$ cat config.mk
export PLATFORM = sky130hd
export DESIGN_NAME = hc_irq_status
export DESIGN_NICKNAME = d
export VERILOG_FILES = /design/src/rtl/hc_irq_pkg.sv /design/src/rtl/hc_wrap_det.sv /design/src/rtl/hc_cmd_reg.sv /design/src/rtl/hc_sts_reg.sv /design/src/rtl/hc_irq_status.sv
export SDC_FILE = /design/constraint.sdc
export NUM_CORES = 1
export LEC_CHECK = 0
export BUFFER_PORTS_ARGS = -buffer_cell sky130_fd_sc_hd__buf_2
export CAP_MARGIN = 20
export CORE_MARGIN = 2
export CORE_UTILIZATION = 39
export CTS_CLUSTER_SIZE = 40
export DETAILED_ROUTE_END_ITERATION = 10
export HOLD_SLACK_MARGIN = 0.06
export PLACE_DENSITY_LB_ADDON = 0.1
export SYNTH_ARGS = -nofsm -noshare
export SYNTH_HDL_FRONTEND = slang
export SYNTH_SLANG_ARGS = --single-unit
$ cat constraint.sdc
create_clock -name clk -period 1.3 [get_ports clk]
set_input_delay 0.195 -clock clk [delete_from_list [all_inputs] [get_ports clk]]
set_output_delay 0.195 -clock clk [all_outputs]
set_load 0.01 [all_outputs]
$ cat src/rtl/hc_irq_pkg.sv
package hc_irq_pkg;
  localparam int STS_W  = 6;
  localparam int B_INT  = 0;
  localparam int B_ERR  = 1;
  localparam int B_PCD  = 2;
  localparam int B_WRAP = 3;
  localparam int B_HSE  = 4;
  localparam int B_IAA  = 5;
  localparam int CMD_RUN = 0;
  localparam int CMD_SZ  = 2;
  localparam int CMD_DB  = 6;

  typedef enum logic [1:0] {
    A_CMD  = 2'd0,
    A_STS  = 2'd1,
    A_EN   = 2'd2,
    A_NONE = 2'd3
  } reg_sel_e;

  typedef enum logic [1:0] {
    SZ_1024 = 2'd0,
    SZ_512  = 2'd1,
    SZ_256  = 2'd2,
    SZ_RSVD = 2'd3
  } list_size_e;
endpackage

$ cat src/rtl/hc_wrap_det.sv
module hc_wrap_det #(
  parameter int FI_W = 14
) (
  input  logic            clk,
  input  logic            rst_n,
  input  logic [FI_W-1:0] frame_index,
  input  logic [1:0]      size_code,
  output logic            wrap
);
  import hc_irq_pkg::*;
  localparam int NTAP = 3;

  logic [NTAP-1:0] tap, prev_q, prev_d;
  logic            valid_q, valid_d;
  int              sel;

  // tap[k] is frame index bit (FI_W-3+k): k=0 -> 256, 1 -> 512, 2 -> 1024
  for (genvar k = 0; k < NTAP; k++) begin : g_tap
    assign tap[k] = frame_index[FI_W-NTAP+k];
  end

  always_comb begin
    case (list_size_e'(size_code))
      SZ_512:  sel = 1;
      SZ_256:  sel = 0;
      default: sel = 2;
    endcase
    wrap    = valid_q && (tap[sel] != prev_q[sel]);
    prev_d  = tap;
    valid_d = 1'b1;
  end

  always_ff @(posedge clk or negedge rst_n) begin
    if (!rst_n) begin
      prev_q  <= '0;
      valid_q <= 1'b0;
    end else begin
      prev_q  <= prev_d;
      valid_q <= valid_d;
    end
  end
endmodule

$ cat src/rtl/hc_cmd_reg.sv
module hc_cmd_reg (
  input  logic        clk,
  input  logic        rst_n,
  input  logic        wr_cmd,
  input  logic [31:0] wdata,
  input  logic        sys_err,
  input  logic        async_adv,
  output logic        run,
  output logic [1:0]  size_code,
  output logic        doorbell,
  output logic        adv_hit
);
  import hc_irq_pkg::*;

  logic       run_q, run_d;
  logic [1:0] size_q, size_d;
  logic       db_q, db_d;

  always_comb begin
    adv_hit = db_q & async_adv;
    run_d   = run_q;
    size_d  = size_q;
    if (wr_cmd) begin
      run_d  = wdata[CMD_RUN];
      size_d = wdata[CMD_SZ+1:CMD_SZ];
    end
    if (sys_err) run_d = 1'b0;
    db_d = (db_q & ~async_adv) | (wr_cmd & wdata[CMD_DB]);
  end

  always_ff @(posedge clk or negedge rst_n) begin
    if (!rst_n) begin
      run_q  <= 1'b0;
      size_q <= '0;
      db_q   <= 1'b0;
    end else begin
      run_q <= run_d;
      if (wr_cmd) size_q <= size_d;
      db_q  <= db_d;
    end
  end

  assign run       = run_q;
  assign size_code = size_q;
  assign doorbell  = db_q;
endmodule

$ cat src/rtl/hc_sts_reg.sv
module hc_sts_reg #(
  parameter int W = 6
) (
  input  logic         clk,
  input  logic         rst_n,
  input  logic [W-1:0] set_vec,
  input  logic         wr_sts,
  input  logic         wr_en,
  input  logic [W-1:0] wdata,
  output logic [W-1:0] sts,
  output logic [W-1:0] en,
  output logic         irq
);
  logic [W-1:0] sts_q, sts_d, clr;
  logic [W-1:0] en_q;
  logic         sts_upd;

  always_comb begin
    clr     = wr_sts ? wdata : '0;
    sts_d   = (sts_q & ~clr) | set_vec;
    sts_upd = wr_sts | (|set_vec);
  end

  always_ff @(posedge clk or negedge rst_n) begin
    if (!rst_n) begin
      sts_q <= '0;
      en_q  <= '0;
    end else begin
      if (sts_upd) sts_q <= sts_d;
      if (wr_en)   en_q  <= wdata;
    end
  end

  assign sts = sts_q;
  assign en  = en_q;
  assign irq = |(sts_q & en_q);
endmodule

$ cat src/rtl/hc_irq_status.sv
module hc_irq_status #(
  parameter int NPORTS = 2,
  parameter int FI_W   = 14
) (
  input  logic              clk,
  input  logic              rst_n,
  input  logic              evt_retire_ioc,
  input  logic              evt_short_pkt,
  input  logic              evt_xact_err,
  input  logic              evt_async_adv,
  input  logic              bus_parity_err,
  input  logic              bus_master_abort,
  input  logic              bus_target_abort,
  input  logic [NPORTS-1:0] port_chg,
  input  logic [NPORTS-1:0] port_companion,
  input  logic [NPORTS-1:0] port_resume,
  input  logic [FI_W-1:0]   frame_index,
  input  logic              reg_wr,
  input  logic [1:0]        reg_addr,
  input  logic [31:0]       reg_wdata,
  output logic [31:0]       reg_rdata,
  output logic              irq,
  output logic              run_stop
);
  import hc_irq_pkg::*;

  logic [1:0]       rst_sync_q;
  logic             rst_n_s;
  logic             sys_err, wrap, adv_hit, doorbell;
  logic [1:0]       size_code;
  logic             wr_cmd, wr_sts, wr_en;
  logic [STS_W-1:0] set_vec, sts_q, en_q;

  // asynchronous assertion, synchronous release
  always_ff @(posedge clk or negedge rst_n) begin
    if (!rst_n) rst_sync_q <= '0;
    else        rst_sync_q <= {rst_sync_q[0], 1'b1};
  end
  assign rst_n_s = rst_sync_q[1];

  assign sys_err = bus_parity_err | bus_master_abort | bus_target_abort;
  assign wr_cmd  = reg_wr && (reg_sel_e'(reg_addr) == A_CMD);
  assign wr_sts  = reg_wr && (reg_sel_e'(reg_addr) == A_STS);
  assign wr_en   = reg_wr && (reg_sel_e'(reg_addr) == A_EN);

  always_comb begin
    set_vec         = '0;
    set_vec[B_INT]  = evt_retire_ioc | evt_short_pkt;
    set_vec[B_ERR]  = evt_xact_err;
    set_vec[B_PCD]  = |((port_chg & ~port_companion) | port_resume);
    set_vec[B_WRAP] = wrap;
    set_vec[B_HSE]  = sys_err;
    set_vec[B_IAA]  = adv_hit;
  end

  hc_wrap_det #(.FI_W(FI_W)) u_wrap (
    .clk(clk), .rst_n(rst_n_s), .frame_index(frame_index),
    .size_code(size_code), .wrap(wrap)
  );

  hc_cmd_reg u_cmd (
    .clk(clk), .rst_n(rst_n_s), .wr_cmd(wr_cmd), .wdata(reg_wdata),
    .sys_err(sys_err), .async_adv(evt_async_adv), .run(run_stop),
    .size_code(size_code), .doorbell(doorbell), .adv_hit(adv_hit)
  );

  hc_sts_reg #(.W(STS_W)) u_sts (
    .clk(clk), .rst_n(rst_n_s), .set_vec(set_vec), .wr_sts(wr_sts),
    .wr_en(wr_en), .wdata(reg_wdata[STS_W-1:0]), .sts(sts_q), .en(en_q),
    .irq(irq)
  );

  always_comb begin
    reg_rdata = '0;
    case (reg_sel_e'(reg_addr))
      A_CMD: begin
        reg_rdata[CMD_RUN]         = run_stop;
        reg_rdata[CMD_SZ+1:CMD_SZ] = size_code;
        reg_rdata[CMD_DB]          = doorbell;
      end
      A_STS:   reg_rdata[STS_W-1:0] = sts_q;
      A_EN:    reg_rdata[STS_W-1:0] = en_q;
      default: reg_rdata = '0;
    endcase
  end
endmodule

==> results of run 1 <==
-- report_power, final --
group          switching, mW  internal, mW
Combinational          0.189         0.208
Clock                  0.203         0.311
Sequential            0.0540         0.761
-- sequential cells by signal (all words and copies together), names as in the netlist --
| signal | cells |
|---|---|
| u_sts.en | 6 |
| u_sts.sts | 6 |
| u_wrap.prev_q | 3 |
| rst_sync_q | 2 |
| u_cmd.size_code | 2 |
| u_cmd.doorbell | 1 |
| u_cmd.run | 1 |
| u_wrap.valid_q | 1 |
-- through the flow --
stage                     setup slack, ns  power (mW)  instances  utilization  hold slack (ns)
after floorplan                    0.0867        1.10        140            -           -0.101
after global placement             -0.189        1.18        201        0.471          -0.0212
after detailed placement           -0.180        1.18        201        0.471          -0.0196
after CTS                          -0.185        1.74        215        0.524           0.0773
after global routing               -0.229        1.84        215        0.527           0.0654
final                              -0.158        1.73        215        0.527           0.0803
-- synth_stat cells, drive strengths merged (2+ instances only) --
master   n
nor2b    4
nor2     3
a222oi   3
a22oi    6
ha       6
mux2i    2
conb     2
buf     27
xor2     3
dfrtp   22
mux2     8
nand3    9
inv      5
nand2    4
-- final cells by class --
cell class	count	area, sq um	area share
inverter	5	18.8	0.0117
clock buffer	3	22.5	0.0140
timing repair buffer	54	335	0.208
multi-input combinational	86	597	0.371
clock inverter	1	30.0	0.0187
tap	44	55.1	0.0342
sequential	22	551	0.342
-- placed cells by master, fill, tap and decap left out, types with 3 or more instances in the layout --
cell type / netlist / final
nor2_1: 3 / 3
a22oi_1: 6 / 5
clkbuf_4: 0 / 3
xor2_1: 3 / 3
inv_1: 5 / 5
a222oi_1: 3 / 3
nand2_1: 3 / 3
ha_1: 6 / 3
mux2_2: 8 / 8
dfrtp_1: 22 / 22
nor2b_1: 4 / 4
conb_1: 2 / 27
buf_2: 0 / 36
buf_4: 26 / 10
nand3_1: 8 / 8
dlygate4sd3_1: 0 / 8
-- routing by layer --
metal / part of all wire / up-vias / track usage
met1: 0.43 / 463 / 0.194
li1: - / 460 / -
met5: 0 / - / 0
met2: 0.49 / 46 / 0.241
met3: 0.072 / 2 / 0.0320
met4: 0.0061 / 0 / 0.0466
-- logic make-up after synthesis --
kind of cell / synth area share
buffers and inverters: 0.179
DFF: 0.438
AOI/OAI and AO/OA: 0.0996
and+or+nand+nor: 0.109
other: 0.00598
muxes: 0.0877
adders and majority gates: 0.0598
xor gates and xnor gates: 0.0209
-- worst min-delay path by stage --
stage,end,depth (start not counted),slack [ns]
floorplan,rst_sync_q[0],0,-0.10
global placement,rst_sync_q[1],1,-0.02
detailed placement,rst_sync_q[0],1,-0.02
CTS,u_cmd.doorbell,2,0.08
global route,u_sts.sts[0],2,0.07
finish,u_sts.sts[0],2,0.08
-- worst register-to-register path, stage by stage, from the launching register on --
cell,delay (ns)
dfrtp_1,0.40
buf_4,0.15
ha_1,0.30
o311ai_0,0.32
-- what timing repair did --
| item | in CTS | in global routing |
|---|---|---|
| buffers inserted | 2 | 0 |
| hold buffers | 8 | 0 |
| endpoints found under the setup margin | 8 | 8 |
| pin swaps | 3 | 0 |
| gates resized for setup | 4 | 1 |
| gates cloned | 0 | 0 |
| endpoints found under the hold margin | 7 | 0 |
==> flow_summary.toml, run 1 <==
[run_status]
status = "complete, but fails checks"
violations = "negative setup slack"

[critical_path]
critPathCapture = "reg_rdata[3]"
cp-startpoint = "u_sts.sts[3]"
cp-start-kind = "flip-flop"
cp.arrival_ns = 1.26
cp_top_family = "flip-flops"
r2r-start = "u_cmd.size_code[0]"
slowest_delay_ns = 0.42
reg2reg_depth = 3
worst_setup_path_end_kind = "primary output"
crit_required_ns = 1.11
crit_buf_inv = 1
path_cells = "a222oi_1, nor2_1, buf_2"
cp.depth = 3
regToRegEndpoint = "u_sts.sts[3]"
worst-r2r-setup-slack_ns = 0.04
path_max_fanout = 3
crit_slowest_cell = "dfrtp_1"
crit_type = "flip-flop to primary output"

[clock_tree]
cts_made_buffers = 3
htreeDepth = 1
clkSinkCount = 22
tritoncts = "built"
clock_path_buffers = 2
path_clk_slew_ns = 0.12
clk_latency_ns = 0.30
cts_root_buf = "clkbuf_4"

[synth]
synth_area_leaders = "dfrtp_1 (44%), buf_4 (16%), mux2_2 (7.2%)"
ys_seq_area_frac = 0.438
ys_seq_elements = 22
synthCells = 115
syn_area_per_cell_sq_um = 10.9
synth_top_cell_area_share = 0.438
synth_area_sq_mm = 0.00126
netlist-cell-type-count = 28
synth_edf_count = 0
async_flop_share = 1.00
yosys.area.top_type = "dfrtp_1"
synth_ff_type = "dfrtp_1"
synth_warnings = 0

[placed_design]
hpwl_um = 1850
finalWeightedCongestion = 0.828
dpl_cell_area_sq_mm = 0.00144
io_buffers = 36

[global_routing]
grt-ovfl-total = 0
antenna_found_initial = 0
grt_usage = 0.147
grt_pass1_vias = 911
grt_pass1_wl_um = 4010
grt_max_degree = 21

[sta]
timing.fmax_ghz = 0.686
setup_ws_ns = -0.158
setup_viol = 5
rsz0062_at_grt = "yes"
final.setup.tns_ns = -0.482
hold_violations = 0
fin_crit_sh = 1.12
timing.final.crit_period_ns = 1.46
slew_violations = 0
clock_skew_ns = 0.00421

[job]
drv_cap = 0

[drt]
drt_iter0_markers = 26
routed_wirelength_um = 2450
wl_per_cell_um = 11.4
ant_nets = 0
vias = 971
dr.pass1.iters = 5
vias_per_cell = 4.52
drcViolationCount = 0

[cells_and_area]
drive_above_1_share = 0.374
fillers = 300
fin_nets = 242
final_cell_area_sq_mm = 0.00161
area_growth_pct = 28.1
diodes = 0

[die]
ios = 98
initial_core_util = 0.411
dieWidth_um = 60.8
dieArea_sq_mm = 0.00369
core.rowCount = 20
die_h_um = 60.8
coreArea_sq_mm = 0.00305

[min_path]
hold_start = "evt_short_pkt"
hp-class = "input pin to flip-flop"

[power]
vdd_drop_max_mv = 0.581
leakagePower_nw = 0.803
power_density_mw_per_mm2 = 1070
(Power assumes the default switching activity.)
==> inputs of run 2 (changes only) <==
--- a/config.mk
+++ b/config.mk
@@ -8,7 +8,7 @@
 export BUFFER_PORTS_ARGS = -buffer_cell sky130_fd_sc_hd__buf_2
 export CAP_MARGIN = 20
 export CORE_MARGIN = 2
-export CORE_UTILIZATION = 39
+export CORE_UTILIZATION = 42
 export CTS_CLUSTER_SIZE = 40
 export DETAILED_ROUTE_END_ITERATION = 10
 export HOLD_SLACK_MARGIN = 0.06
==> constraint.sdc (replaced) <==
create_clock -name clk -period 1.9 [get_ports clk]
set_input_delay 0.285 -clock clk [delete_from_list [all_inputs] [get_ports clk]]
set_output_delay 0.285 -clock clk [all_outputs]
set_load 0.01 [all_outputs]
==> run 2 against run 1 <==
  * The run ends with design-rule violations left
  * Wire length is 5.6% lower
  * Register-to-register slack improved by 0.70 ns
  * Sequential share of layout area increased by 5.2 points
  * Via count fell by 7.6%
  * Critical path depth increased by 3
  * Sequential power is 30% lower
==> flow_summary.toml, run 2 (synthesized netlist as in run 1, its figures left out) <==
[sta]
relSlewSlack = 0.473
slew_violations = 0
worstMarginPinSlew_ns = 0.790
rsz0062_at_grt = "no"
hold_violations = 0
timing.fmax_ghz = 0.583
final.setup.tns_ns = 0
clock_skew_ns = 0.00588
fin_crit_sh = 0.903
timing.final.crit_period_ns = 1.72
setup_viol = 0

[cells_and_area]
final_common_cell = "buf_2"
layout_common_cells = "buf_2 (36), conb_1 (27), dfrtp_1 (22)"
drive_above_1_share = 0.320
fillers = 283
area_growth_pct = 11.1
fin_nets = 225
diodes = 0

[min_path]
hp-class = "input pin to flip-flop"
hold_start = "frame_index[12]"

[placed_design]
io_buffers = 36
finalWeightedCongestion = 0.707
hpwl_um = 1800

[drt]
dr.pass1.iters = 8
drcViolationCount = 8
vias_per_cell = 4.88
drt_iter0_markers = 35
routed_wirelength_um = 2310
wl_per_cell_um = 12.6
vias = 897
ant_nets = 0

[power]
power.net_switching_uw = 284
clockPowerShare = 0.206
p_total_uw = 986
p_int_uw = 702
power_density_mw_per_mm2 = 707
vdd_drop_max_mv = 0.478
leakagePower_nw = 0.713
seq_power_share = 0.575
swShare = 0.288
combPwrFrac = 0.219

[global_routing]
grt_usage = 0.147
grt_pass1_vias = 864
antenna_found_initial = 0
grt_max_degree = 21
grt_pass1_wl_um = 3790
grt-ovfl-total = 0

[critical_path]
worst_setup_path_end_kind = "primary output"
crit_type = "input pin to primary output"
crit_top_cell = "buf_2"
crit_slowest_cell = "a222oi_1"
r2r-start = "u_cmd.size_code[0]"
cp_top_family = "compound AO/OA/AOI/OAI gates"
path_max_fanout = 12
path_cells = "buf_2, inv_1, ha_1, a222oi_1, nor2_1, buf_2"
cp-start-kind = "input pin"
crit_buf_inv = 3
cp-startpoint = "reg_addr[1]"
slowest_delay_ns = 0.43
cp.arrival_ns = 1.43
crit_required_ns = 1.62

[die]
die_h_um = 58.7
dieArea_sq_mm = 0.00344
coreArea_sq_mm = 0.00281
ios = 98
core.rowCount = 19
initial_core_util = 0.448
dieWidth_um = 58.7

[clock_tree]
cts_root_buf = "clkbuf_4"
clkSinkCount = 22
clk_latency_ns = 0.30
clock_path_buffers = 2
postCtsSetupRepairBufs = 0
path_clk_slew_ns = 0.11
htreeDepth = 1
tritoncts = "built"
cts_made_buffers = 3

[run_status]
status = "complete, but fails checks"
violations = "design-rule violations"

[job]
drv_cap = 0
run 2: power groups by stage:
stage	sequential (mW)	combinational, mW	clock, mW
after floorplan	0.564	0.188	0
after global placement	0.576	0.214	0
after detailed placement	0.578	0.216	0
after CTS	0.569	0.218	0.216
after global routing	0.577	0.247	0.236
final	0.567	0.216	0.203
run 2: final timing paths:
| check | slack (ns) | endpoint | cells past startpoint |
|---|---|---|---|
| worst max-delay path | 0.18 | reg_rdata[3] | 6 |
| worst min-delay path | 0.11 | u_wrap.prev_q[1] | 1 |
| worst max register to register | 0.74 | u_sts.sts[3] | 2 |
| worst min register to register | 0.34 | u_cmd.run | 0 |
| max in group asynchronous | 1.07 | u_cmd.doorbell | 0 |
| min in group asynchronous | 0.29 | rst_sync_q[0] | 2 |
run 2: metal layers:
layer | wire length (um) | global-route usage
met1 | 1000 | 0.185
met2 | 1110 | 0.252
met3 | 183 | 0.0264
met4 | 17 | 0.0584
met5 | 0 | 0
run 2: worst reg2reg max path, delay by kind of cell (launching register included):
kind | cells | cell delay (ns)
flip-flops | 1 | 0.43
AO/OA/AOI/OAI | 1 | 0.31
adder cells (fa/ha/maj) | 1 | 0.31
run 2: per-stage QoR:
step | utilization | area, sq um | setup slack [ns] | hold WS [ns] | cells
6_report | 0.497 | 1400 | 0.184 | 0.112 | 184
5_1_grt | 0.497 | 1400 | 0.124 | 0.0901 | 184
4_1_cts | 0.497 | 1400 | 0.185 | 0.0983 | 184
3_5_place_dp | 0.486 | 1360 | 0.198 | 0.0756 | 180
3_3_place_gp | 0.486 | 1360 | 0.187 | 0.0695 | 180
2_1_floorplan | - | 1350 | 0.507 | -0.0106 | 140
run 2: timing repair:
| item | CTS | global route |
|---|---|---|
| endpoints found under the hold margin | 2 | 0 |
| resized for setup | 0 | 0 |
| hold buffers | 1 | 0 |
run 2: area by class of cell:
class	instances	area, sq um	share of cell area
multi-input cells	86	574	0.412
flip-flops and latches	22	551	0.395
repair buffers	37	190	0.136
well taps	31	38.8	0.0278
clock buffers	3	22.5	0.0161
inverters	5	18.8	0.0135
==> inputs of run 3 (changes only) <==
--- a/config.mk
+++ b/config.mk
@@ -7,12 +7,15 @@
 export LEC_CHECK = 0
 export BUFFER_PORTS_ARGS = -buffer_cell sky130_fd_sc_hd__buf_2
 export CAP_MARGIN = 20
+export CELL_PAD_IN_SITES_DETAIL_PLACEMENT = 1
+export CELL_PAD_IN_SITES_GLOBAL_PLACEMENT = 1
 export CORE_MARGIN = 2
-export CORE_UTILIZATION = 42
+export CORE_UTILIZATION = 29
 export CTS_CLUSTER_SIZE = 40
 export DETAILED_ROUTE_END_ITERATION = 10
 export HOLD_SLACK_MARGIN = 0.06
 export PLACE_DENSITY_LB_ADDON = 0.1
+export REMOVE_ABC_BUFFERS = 1
 export SYNTH_ARGS = -nofsm -noshare
 export SYNTH_HDL_FRONTEND = slang
 export SYNTH_SLANG_ARGS = --single-unit
==> run 3 against run 2 <==
  * The flow now finishes without violations
  * Sequential share of layout area shrank 1.2 points
  * Combinational power increased by 2%
  * Non-clock buffer count unchanged
  * Die area grew 42%
  * Maximum frequency about the same
  * Register-to-register slack about the same
  * Flip-flop and latch count unchanged
  * Utilization decreased by 15 points
  * Clock power grew 40%
  * Sequential power about the same
  * Global-route usage decreased by 2.7 points
==> flow_summary.toml, run 3 (synthesized netlist as in run 1, its figures left out) <==
[placed_design]
pre_cts_slack_ns = 0.184
dpl_cell_area_sq_mm = 0.00139
finalWeightedCongestion = 0.650
io_buffers = 36
hpwl_um = 2160

[drt]
dr.pass1.iters = 4
wl_per_cell_um = 13.7
drt_iter0_markers = 37
vias = 907
ant_nets = 0
drcViolationCount = 0
routed_wirelength_um = 2770
vias_per_cell = 4.47

[die]
initial_core_util = 0.307
dieArea_sq_mm = 0.00487
dieWidth_um = 69.8
die_h_um = 69.8
coreArea_sq_mm = 0.00409
ios = 98
core.rowCount = 23

[global_routing]
grt_max_degree = 21
grt_usage = 0.120
grt-ovfl-total = 0
grt_pass1_vias = 945
grt_pass1_wl_um = 4650
antenna_found_initial = 0

[job]
drv_cap = 0

[critical_path]
slowest_delay_ns = 0.41
cp-start-kind = "input pin"
crit_top_cell = "buf_2"
worst_setup_path_end_kind = "primary output"
worst-r2r-setup-slack_ns = 0.74
regToRegEndpoint = "u_sts.sts[3]"
crit_required_ns = 1.62
r2r-start = "u_cmd.size_code[0]"
crit_slowest_cell = "a222oi_1"
path_cells = "buf_2, inv_1, ha_1, a222oi_1, nor2_1, buf_2"
cp.arrival_ns = 1.43
path_max_fanout = 12
crit_type = "input pin to primary output"
reg2reg_depth = 2

[sta]
slew_violations = 0
relSlewSlack = 0.450
timing.final.crit_period_ns = 1.72
worstMarginPinSlew_ns = 0.825
final.setup.tns_ns = 0
clock_skew_ns = 0.00583
hold_violations = 0
whs_ns = 0.156
timing.fmax_ghz = 0.582
fin_crit_sh = 0.904
rsz0062_at_grt = "no"
setup_viol = 0
setup_ws_ns = 0.183

[cells_and_area]
fin_nets = 225
fillers = 495
multiInputGateArea_sq_um = 574
diodes = 0
final_cell_area_sq_mm = 0.00144
final_common_cell = "buf_2"
area_growth_pct = 14.4
seqCellArea_sq_um = 551
layout_common_cells = "buf_2 (36), conb_1 (27), dfrtp_1 (22)"
drive_above_1_share = 0.320

[clock_tree]
clkSinkCount = 22
cts_made_buffers = 3
tritoncts = "built"
path_clk_slew_ns = 0.07
cts_resized = 0
htreeDepth = 1
clock_path_buffers = 2
cts_root_buf = "clkbuf_8"
clk_latency_ns = 0.26
postCtsSetupRepairBufs = 0

[run_status]
status = "completed"

[power]
vdd_drop_max_mv = 0.223
leakagePower_nw = 0.721
power_density_mw_per_mm2 = 748

[min_path]
worst_hold_path.endpoint = "u_wrap.prev_q[1]"
hp-class = "input pin to flip-flop"
holdPathStages = 1
hold_start = "frame_index[12]"
## run 3: critical path, delay by kind of cell
family | cells | cell delay [ns]
AOI/OAI and AO/OA | 1 | 0.41
adders and majority gates | 1 | 0.37
buffers and inverters | 3 | 0.31
and+or+nand+nor | 1 | 0.06
## run 3: worst max path at each step
| stage | depth (start not counted) | slack [ns] | end | startpoint |
|---|---|---|---|---|
| after detailed placement | 6 | 0.18 | reg_rdata[3] | reg_addr[1] |
| after global routing | 6 | 0.08 | reg_rdata[4] | reg_addr[1] |
| after floorplan | 4 | 0.55 | reg_rdata[3] | reg_addr[1] |
| final | 6 | 0.18 | reg_rdata[3] | reg_addr[1] |
| after CTS | 6 | 0.19 | reg_rdata[3] | reg_addr[1] |
| after global placement | 6 | 0.19 | reg_rdata[3] | reg_addr[1] |
## run 3: stage by stage
step | power, mW | utilization | instances
finish | 1.08 | 0.352 | 203
global route | 1.16 | 0.352 | 203
CTS | 1.10 | 0.352 | 203
detailed placement | 0.802 | 0.339 | 199
global placement | 0.795 | 0.339 | 199
floorplan | 0.708 | - | 113
## run 3: where the power goes
group / internal, mW / switching [mW] / total (mW)
clock: 0.141 / 0.142 / 0.284
sequential: 0.521 / 0.0494 / 0.570
combinational: 0.108 / 0.113 / 0.221
## run 3: cell type report
cell class | instances | area share
Inverter | 5 | 0.0131
Sequential cell | 22 | 0.383
Tap cell | 50 | 0.0435
Timing Repair Buffer | 37 | 0.132
Multi-Input combinational cell | 86 | 0.399
Clock buffer | 3 | 0.0287
## run 3: routing by layer
layer  wire, um  global-route usage  share of wire  vias up
li1           -                   -              -      424
met1       1230               0.154           0.44      428
met2       1270               0.197           0.46       50
met3        239              0.0334          0.086        5
met4         34              0.0385          0.012        0
met5          0                   0              0        -
## run 3: repair_timing
item	in CTS	in global routing
hold buffers	1	0
endpoints found under the hold margin	2	0
setup endpoints to repair	0	0
